[src/rtl/tlb_sp_pkg.sv]
package tlb_sp_pkg;
  parameter int unsigned VA_W  = 64;
  parameter int unsigned PG_W  = 16;   // 64KB page
  parameter int unsigned SUB_W = 12;   // 4KB subpage
  parameter int unsigned SP_W  = PG_W - SUB_W;
  parameter int unsigned VPN_W = VA_W - SUB_W;
  parameter int unsigned PFN_W = VA_W - PG_W;

  typedef enum logic [1:0] {
    ACC_RD  = 2'd0,
    ACC_WR  = 2'd1,
    ACC_EX  = 2'd2,
    ACC_RSV = 2'd3
  } acc_e;
endpackage

[src/rtl/tlb_sp_mask_gen.sv]
module tlb_sp_mask_gen
  import tlb_sp_pkg::*;
(
  input  logic [2:0]      size_i,
  output logic [SP_W-1:0] mask_o
);
  always_comb begin
    unique case (size_i)
      3'd0:    mask_o = 4'b1111;
      3'd1:    mask_o = 4'b1110;
      3'd2:    mask_o = 4'b1100;
      3'd3:    mask_o = 4'b1000;
      default: mask_o = 4'b0000;
    endcase
  end
endmodule

[src/rtl/tlb_sp_entry.sv]
module tlb_sp_entry
  import tlb_sp_pkg::*;
(
  input  logic             clk_i,
  input  logic             rst_ni,
  input  logic             flush_i,
  input  logic             we_i,
  input  logic [VPN_W-1:0] vpn_i,
  input  logic [PFN_W-1:0] pfn_i,
  input  logic [SP_W-1:0]  mask_i,
  input  logic [2:0]       perm_i,
  input  logic [VPN_W-1:0] lk_vpn_i,
  output logic             match_o,
  output logic [PFN_W-1:0] pfn_o,
  output logic [2:0]       perm_o
);
  localparam int unsigned HI_W = VPN_W - SP_W;

  logic            valid_q;
  logic [HI_W-1:0] tag_hi_q;
  logic [SP_W-1:0] tag_lo_q;
  logic [SP_W-1:0] mask_q;
  logic [PFN_W-1:0] pfn_q;
  logic [2:0]      perm_q;

  always_ff @(posedge clk_i or negedge rst_ni) begin
    if (!rst_ni) begin
      valid_q  <= 1'b0;
      tag_hi_q <= '0;
      tag_lo_q <= '0;
      mask_q   <= '0;
      pfn_q    <= '0;
      perm_q   <= '0;
    end else if (flush_i) begin
      valid_q <= 1'b0;
    end else if (we_i) begin
      valid_q  <= 1'b1;
      tag_hi_q <= vpn_i[VPN_W-1:SP_W];
      tag_lo_q <= vpn_i[SP_W-1:0] & mask_i;  // force group alignment
      mask_q   <= mask_i;
      pfn_q    <= pfn_i;
      perm_q   <= perm_i;
    end
  end

  assign match_o = valid_q
                 && (lk_vpn_i[VPN_W-1:SP_W] == tag_hi_q)
                 && ((lk_vpn_i[SP_W-1:0] & mask_q) == tag_lo_q);
  assign pfn_o   = pfn_q;
  assign perm_o  = perm_q;
endmodule

[src/rtl/tlb_sp_prio_sel.sv]
module tlb_sp_prio_sel #(
  parameter int unsigned N     = 16,
  localparam int unsigned IDX_W = (N > 1) ? $clog2(N) : 1
) (
  input  logic [N-1:0]     req_i,
  output logic             any_o,
  output logic [IDX_W-1:0] idx_o
);
  always_comb begin
    any_o = 1'b0;
    idx_o = '0;
    for (int i = N - 1; i >= 0; i--) begin
      if (req_i[i]) begin
        any_o = 1'b1;
        idx_o = IDX_W'(i);
      end
    end
  end
endmodule

[src/rtl/tlb_subpage_top.sv]
module tlb_subpage_top
  import tlb_sp_pkg::*;
#(
  parameter int unsigned NUM_ENT = 16,
  localparam int unsigned IDX_W  = (NUM_ENT > 1) ? $clog2(NUM_ENT) : 1
) (
  input  logic             clk_i,
  input  logic             rst_ni,
  input  logic             flush_i,
  input  logic             ld_en_i,
  input  logic [IDX_W-1:0] ld_idx_i,
  input  logic [VPN_W-1:0] ld_vpn_i,
  input  logic [PFN_W-1:0] ld_pfn_i,
  input  logic [2:0]       ld_size_i,
  input  logic [2:0]       ld_perm_i,
  input  logic [VA_W-1:0]  lk_va_i,
  input  logic [1:0]       lk_acc_i,
  output logic             hit_o,
  output logic [IDX_W-1:0] hit_idx_o,
  output logic             fault_o,
  output logic [VA_W-1:0]  pa_o
);
  logic [SP_W-1:0]    ld_mask;
  logic [NUM_ENT-1:0] match;
  logic [PFN_W-1:0]   ent_pfn  [NUM_ENT];
  logic [2:0]         ent_perm [NUM_ENT];
  logic               any_hit;
  logic [IDX_W-1:0]   sel_idx;
  logic [2:0]         sel_perm;
  logic               allowed;

  tlb_sp_mask_gen i_mask_gen (
    .size_i (ld_size_i),
    .mask_o (ld_mask)
  );

  for (genvar g = 0; g < NUM_ENT; g++) begin : g_ent
    tlb_sp_entry i_entry (
      .clk_i    (clk_i),
      .rst_ni   (rst_ni),
      .flush_i  (flush_i),
      .we_i     (ld_en_i && (ld_idx_i == IDX_W'(g))),
      .vpn_i    (ld_vpn_i),
      .pfn_i    (ld_pfn_i),
      .mask_i   (ld_mask),
      .perm_i   (ld_perm_i),
      .lk_vpn_i (lk_va_i[VA_W-1:SUB_W]),
      .match_o  (match[g]),
      .pfn_o    (ent_pfn[g]),
      .perm_o   (ent_perm[g])
    );
  end

  tlb_sp_prio_sel #(.N(NUM_ENT)) i_prio (
    .req_i (match),
    .any_o (any_hit),
    .idx_o (sel_idx)
  );

  assign sel_perm = ent_perm[sel_idx];

  always_comb begin
    unique case (acc_e'(lk_acc_i))
      ACC_RD:  allowed = sel_perm[0];
      ACC_WR:  allowed = sel_perm[1];
      ACC_EX:  allowed = sel_perm[2];
      default: allowed = 1'b0;
    endcase
  end

  assign hit_o     = any_hit;
  assign hit_idx_o = sel_idx;
  assign fault_o   = any_hit && !allowed;
  assign pa_o      = (any_hit && allowed) ? {ent_pfn[sel_idx], lk_va_i[PG_W-1:0]} : '0;
endmodule

[config.mk]
export PLATFORM = sky130hd
export DESIGN_NAME = tlb_subpage_top
export DESIGN_NICKNAME = d
export VERILOG_FILES = /design/src/rtl/tlb_sp_pkg.sv /design/src/rtl/tlb_sp_mask_gen.sv /design/src/rtl/tlb_sp_entry.sv /design/src/rtl/tlb_sp_prio_sel.sv /design/src/rtl/tlb_subpage_top.sv
export SDC_FILE = /design/constraint.sdc
export NUM_CORES = 2
export LEC_CHECK = 0
export BUFFER_PORTS_ARGS = -buffer_cell sky130_fd_sc_hd__buf_2
export CORE_MARGIN = 3
export CORE_UTILIZATION = 55
export DETAILED_ROUTE_END_ITERATION = 6
export PLACE_DENSITY = 0.74
export SLEW_MARGIN = 20
export SYNTH_ARGS = -nofsm -noshare
export SYNTH_HDL_FRONTEND = slang
export SYNTH_SLANG_ARGS = --single-unit
export TNS_END_PERCENT = 20
[constraint.sdc]
create_clock -name clk_i -period 5.9 [get_ports clk_i]
set_input_delay 0.59 -clock clk_i [delete_from_list [all_inputs] [get_ports clk_i]]
set_output_delay 0.59 -clock clk_i [all_outputs]
set_load 0.05 [all_outputs]
## Word-level counts from Yosys, hierarchy flattened

Index checks and enable logic that the tools add are counted.

- Logic and storage cells: 327
- Output and inout port bits: 70
- Input port bits: 180
- Flip-flop bits (word level): 1728
- Memory bits (writable): 0
- ROM bits: 0
- Bits in latches: 0
- Memories: 0

- Reductions and logical operators: 86
- Multipliers: 0
- Mux-type cells: 73
- Add/subtract/negate cells: 0
- Magnitude comparators: 1
- Bitwise gates (word level): 19
- Equal/unequal tests: 52
- Divide/modulo/power cells: 0
- Shift operators: 0

Operators with widths:

| kind | number |
|---|---|
| == test 48 bit | 16 |
| binary-select mux 48 bit (select 4 bit) | 1 |
| 2-to-1 mux 48 bit | 2 |
| bitwise AND 4 bit | 17 |
| == test 4 bit | 16 |
| 2-to-1 mux 4 bit | 16 |
| 2-to-1 mux 64 bit | 1 |
| logical AND 1 bit | 50 |
| 2-to-1 mux 1 bit | 48 |
| == test 4 bit (second input constant) | 8 |
| AND reduction 2 bit | 16 |
| nonzero test 2 bit | 16 |
| == test 4 x 3 -> 1 bit (second input constant) | 4 |
| case mux 4 bit (4 select lines) | 1 |
| binary-select mux 3 bit (select 4 bit) | 1 |
| == test 4 x 2 -> 1 bit (second input constant) | 2 |
| == test 3 x 2 -> 1 bit (second input constant) | 2 |
| 2-to-1 mux 3 bit | 2 |
| >= comparator 5 bit (second input constant) | 1 |
| NOT 4 -> 5 bit | 1 |
| == test 4 x 1 -> 1 bit (second input constant) | 1 |
| zero test 4 bit | 1 |
| == test 3 x 1 -> 1 bit (second input constant) | 1 |
| zero test 3 bit | 1 |
| other kinds (6) | 6 |

## Depth between registers and ports, before layout

- Word-level depth: 26
- Mapped depth: 19
- Depth with buffers taken out: 14

## By module

A second synthesis with hierarchy kept.

- Cells, all modules: 9144
- Area total of the unflattened synthesis: 81530.7 um^2

By module, submodules not included:

| module | area each (um^2) | seq. area each (um^2) | cells an instance | instances |
|---|---|---|---|---|
| tlb_sp_entry | 4623.2 | 2702.6 | 530 | 16 |
| tlb_subpage_top | 7358.3 | 0.0 | 627 | 1 |
| tlb_sp_prio_sel | 178.9 | 0.0 | 33 | 1 |
| tlb_sp_mask_gen | 22.5 | 0.0 | 4 | 1 |

## Worst setup path after synthesis

OpenSTA, ideal clock, no wires.

- Kind: input -> output
- Start: input port lk_va_i[20]
- End: output port pa_o[59]
- Stages on the path: 16
- Data arrival time: 5.509 ns
- Path slack: -0.199 ns
- Required time: 5.310 ns
- Path buffers: 3
- Path through: buf_2 > xnor2_1 > nand4_1 > or4b_2 > nor4_1 > a41oi_1 > nand2_1 > a21oi_1 > or2_2 > inv_1 > mux2_2 > a22oi_4 > nand2_1 > buf_2 > buf_2 > a211oi_1

- Cells in the longest elaborated chain, start to end: 26
- Elaborated cells between the ends (all ways): 90
- Classes of those cells: 16 x eq/ne; 40 x mux; 1 x bitwise; 33 x reduce/logical

Ends and longest elaborated chain:

| what | line | source |
|---|---|---|
| start: declaration | tlb_subpage_top.sv:16 | `input logic [VA_W-1:0] lk_va_i,` |
| == test 48 bit | tlb_sp_entry.sv:47 | `&& (lk_vpn_i[VPN_W-1:SP_W] == tag_hi_q)` |
| logical AND 1 bit | tlb_sp_entry.sv:47 |  |
| logical AND 1 bit | tlb_sp_entry.sv:48 | `&& ((lk_vpn_i[SP_W-1:0] & mask_q) == tag_lo_q);` |
| 2-to-1 mux 4 bit (15 in a row) | tlb_sp_prio_sel.sv:13 | `if (req_i[i]) begin` |
| 2-to-1 mux 4 bit (*) | tlb_sp_prio_sel.sv:13 |  |
| via hit_idx_o[2] | tlb_subpage_top.sv:19 | `output logic [IDX_W-1:0] hit_idx_o,` |
| NOT 4 -> 5 bit (not written as such) (*) | tlb_subpage_top.sv:60, tlb_subpage_top.sv:74 |  |
| binary-select mux 3 bit (select 4 bit) | tlb_subpage_top.sv:60 | `assign sel_perm = ent_perm[sel_idx];` |
| 2-to-1 mux 3 bit (not written as such) (2 in a row) | tlb_subpage_top.sv:60 |  |
| case mux 1 bit (3 select lines) | tlb_subpage_top.sv:63 | `unique case (acc_e'(lk_acc_i))` |
| logical AND 1 bit | tlb_subpage_top.sv:74 | `assign pa_o = (any_hit && allowed) ? {ent_pfn[sel_idx], lk_va_i[PG_W-1:0]} : '0;` |
| 2-to-1 mux 64 bit (*) | tlb_subpage_top.sv:74 |  |
| end: declaration | tlb_subpage_top.sv:21 | `output logic [VA_W-1:0] pa_o` |

The timed path passes the listed nets; every way through them passes the cells marked *. The select of a mux whose other input is x is not followed.

## Worst setup path after layout

- Start: register g_ent[12].i_entry.tag_hi_q[12]
- End: output port pa_o[63]

- Cells in the longest elaborated chain, start to end: 23
- Elaborated cells between the ends (all ways): 39
- Classes of those cells: 1 x eq/ne; 34 x mux; 1 x bitwise; 3 x reduce/logical

Ends and longest elaborated chain:

| what | line | source |
|---|---|---|
| start: declaration | tlb_sp_entry.sv:20 | `logic [HI_W-1:0] tag_hi_q;` |
| start signal: assignment | tlb_sp_entry.sv:38 | `tag_hi_q <= vpn_i[VPN_W-1:SP_W];` |
| == test 48 bit (*) | tlb_sp_entry.sv:47 |  |
| logical AND 1 bit (*) | tlb_sp_entry.sv:47 |  |
| logical AND 1 bit (*) | tlb_sp_entry.sv:48 |  |
| 2-to-1 mux 4 bit (13 in a row) | tlb_sp_prio_sel.sv:13 |  |
| NOT 4 -> 5 bit (not written as such) | tlb_subpage_top.sv:60, tlb_subpage_top.sv:74 |  |
| binary-select mux 3 bit (select 4 bit) | tlb_subpage_top.sv:60 |  |
| 2-to-1 mux 3 bit (not written as such) (2 in a row) | tlb_subpage_top.sv:60 |  |
| case mux 1 bit (3 select lines) | tlb_subpage_top.sv:63 |  |
| logical AND 1 bit | tlb_subpage_top.sv:74 |  |
| 2-to-1 mux 64 bit (*) | tlb_subpage_top.sv:74 |  |

Mark *: on every way between the ends. The rest lies on a longest branch, timed or not. The select of a mux whose other input is x is not followed.

==> metrics <==
Comb pwr share between 10% and 20%; RSZ-0062 raised after global routing yes; die width 400.8 µm; pre-CTS WS -0.3551 ns; total of max-cap violations 0; most frequent cells in the layout 2318 x nand2_1, 1727 x dfrtp_1, 992 x mux2_2; Die Height 400.8 µm; port bufs between 200 and 250; Fin. Hold Viols 0; Tot Pwr ~34 mW; H-tree levels 4; Placed Cells 10760; worst r2r src g_ent[2].i_entry.tag_hi_q[31]; # DRC 1; crit path max-delay cell type nor4bb_1; Synth Warn # 0; Post-DP HPWL about 230000 µm; PD cells between 300 and 400 nW/µm²; status complete, but fails checks; CP peak stage delay 0.56 ns; CP required 5.31 ns; largest fanout on the critical path 7; CP Buf/Inv Count 6; clock skew 0 ns; type of the worst min-delay path primary input to flop; DRT Wirelength roughly 350000 µm; std cell rows 144; first-pass GRT wire length slightly below 500000 µm; Hold Path End g_ent[14].i_entry.pfn_o[32]; WP data arrival around 5.5 ns; Final Cycle Share 103.0%; critical path type flop to output port; worst-path cell chain xnor2_1 > buf_4 > nor4bb_1 > nand2_1 > nor4_2 > buf_4 > and2_1 > a221oi_2 > o2111a_2 > nor2_4 > mux2i_1 > o22ai_2 > or4_4 > o211ai_4 > buf_12 > buf_12 > a211oi_1 > buf_4 > buf_12; maximum vdd drop roughly 320 µV; Flop pwr share a little under half; Syn Inst Count about 8400; Initial Util between 50% and 60%; IO Pins 250; crit start category flop; post-synthesis area per instance ~10 µm²; Slew Viols, Final 0; nets approximately 9100; FF+latch count, synth 1728; synthesized area approximately 86000 µm²; gr usage total a little over two fifths; clock latency at the later pin of the worst-skew pair slightly above 0.8 ns; Synth top area share between 50% and 60%; final core utilization between 60 and 70%; P_int approximately 24 mW; main flop type after synthesis dfrtp_1; Clock Path Buffers 3; leading post-synthesis cells by cell area dfrtp_1 50%, mux2_2 13%, nand2_1 10%, xnor2_1 3.8%, mux2i_1 3.4%; count of different cell masters after synthesis 85; Worst-Margin Slew between 1 and 1.5 ns; Via density 6.372; clock slew at reported path FFs ~0.060 ns; CTS tree yes; max_slew headroom between 10% and 20%; Crit. End Element output port; via count of the first global-routing pass roughly 70000; post-route ant nets 0; die area between 150000 and 200000 µm²; Starting DRT DRC Count 9341; largest net degree at the start of global routing between 150 and 200; Max Clock Freq roughly 160 MHz; Core Region 154400 µm²; Hold Path Stages 3; synth-to-layout area growth 18.27%; Tmin final roughly 6.1 ns; Placer Congestion 1.040; r2r endpoint g_ent[2].i_entry.tag_hi_q[31]; Lkg Pwr roughly 48 nW; Synth async-reset ratio 100.0%; initial antenna violation count 40; Min-Delay Startpoint ld_pfn_i[32]; # setup viols final 65; CTS Sinks around 1700; Switching Fraction between 30% and 40%; Net Sw Power 10.27 mW; root buffer cell clkbuf_16; post-synth top area cell dfrtp_1; dpl cell area 93490 µm²; fin cells 11160; share of cells above drive strength 1 a little over a quarter; register area share after synthesis ~50%; final instance area just over 100000 µm²; syn_nets approximately 8600; Avg WL per Cell 31.25 µm; clock power share a little over a third; worst reg2reg setup slack between 4 and 5 ns; failing checks DRC, setup timing; EDFF count, synth 0; final worst slack -0.1743 ns; drt pass-1 iters 7; reg2reg path depth 1; commonest non-fill, non-tap cell in the layout nand2_1; DR vias 71090; GRT overflow 0; CTS buffer count ~180; Crit path max-delay family simple AND/OR/NAND/NOR gates
-- timing repair --
item / CTS / global route
buffers inserted: 14 / 14
hold buffers: 1 / 0
pin swaps: 36 / 34
resized for setup: 154 / 107
hold endpoints to repair: 74 / 0
endpoints found under the setup margin: 65 / 65
gates cloned: 5 / 5
-- area by class of cell --
cell class                      count  area, µm²
Fill cell                       11920      53020
Sequential cell                  1728      43240
Multi-Input combinational cell   6048      40750
Timing Repair Buffer              907       8343
Clock buffer                      264       5254
Tap cell                         2044       2557
Clock inverter                     67      910.9
Inverter                           74      277.8
Antenna cell                       24      60.06
-- flip-flops by register name, indices dropped and copies added, names as in the netlist --
register	flops
g_ent.i_entry.perm_o	48
g_ent.i_entry.tag_lo_q	64
g_ent.i_entry.mask_q	64
g_ent.i_entry.valid_q	16
g_ent.i_entry.pfn_o	768
g_ent.i_entry.tag_hi_q	768
-- stage by stage --
| stage | setup TNS (ns) | hold WS (ns) |
|---|---|---|
| after detailed placement | -9.464 | 0.4616 |
| after floorplan | -2.012 | 0.2944 |
| final | -7.433 | 0.1147 |
| after CTS | -3.716 | 0.06388 |
| after global placement | -10.67 | 0.4563 |
| after global routing | -14.79 | 0.1056 |
-- synthesized netlist by cell type (all sizes together) (104+ instances only) --
| cell type | number |
|---|---|
| nor4 | 152 |
| mux2 | 992 |
| nand4 | 202 |
| clkbuf | 368 |
| o22ai | 104 |
| buf | 228 |
| nand2 | 2335 |
| xnor2 | 370 |
| mux2i | 295 |
| nor2 | 192 |
| nand3 | 186 |
| dfrtp | 1728 |
| xor2 | 308 |
| nand2b | 188 |
| o21ai | 161 |
-- per-layer routing --
| layer | up-vias | wire, µm | GRT usage (%) |
|---|---|---|---|
| met2 | 4320 | 151300 | 63.34 |
| met5 | - | 82 | 0 |
| li1 | 29680 | - | - |
| met4 | 12 | 26470 | 26.71 |
| met1 | 35900 | 131700 | 56.03 |
| met3 | 1179 | 39020 | 10.99 |
-- tightest hold or removal path: stages --
cell	delay, ns
buf_2	0.19
nand2_1	0.08
nand2_1	0.04
-- how the worst max path moves through the flow --
stage	from	end	slack, ns	cells past startpoint
3_5_place_dp	lk_va_i[52]	pa_o[32]	-0.36	20
5_1_grt	g_ent[13].i_entry.tag_hi_q[13]	pa_o[32]	-0.29	21
2_1_floorplan	lk_va_i[20]	pa_o[46]	-0.20	16
4_1_cts	g_ent[13].i_entry.tag_hi_q[13]	pa_o[32]	-0.10	20
3_3_place_gp	lk_va_i[38]	pa_o[32]	-0.39	19
6_report	g_ent[12].i_entry.tag_hi_q[12]	pa_o[63]	-0.17	19
-- cells by family (layout without fill, tap and decap cells) --
kind of cell              count (synthesis)  count (layout)  synth area share [%]
AOI/OAI and AO/OA                       553             553                 4.516
xor gates and xnor gates                678             678                 6.927
buffers and inverters                   670            1312                 3.214
DFF                                    1728            1728                 50.44
muxes                                  1287            1287                 16.47
other                                     0              24                     0
and+or+nand+nor                        3529            3530                 18.43
-- power by group through the flow --
| stage | logic (mW) | clock network, mW | registers, mW |
|---|---|---|---|
| after floorplan | 4.03 | 0 | 15.2 |
| after global placement | 6.23 | 0 | 15.5 |
| after detailed placement | 6.38 | 0 | 15.6 |
| after CTS | 6.51 | 12.0 | 15.4 |
| after global routing | 7.19 | 12.5 | 15.7 |
| final | 6.72 | 12.0 | 15.5 |
(Power assumes the default switching activity.)
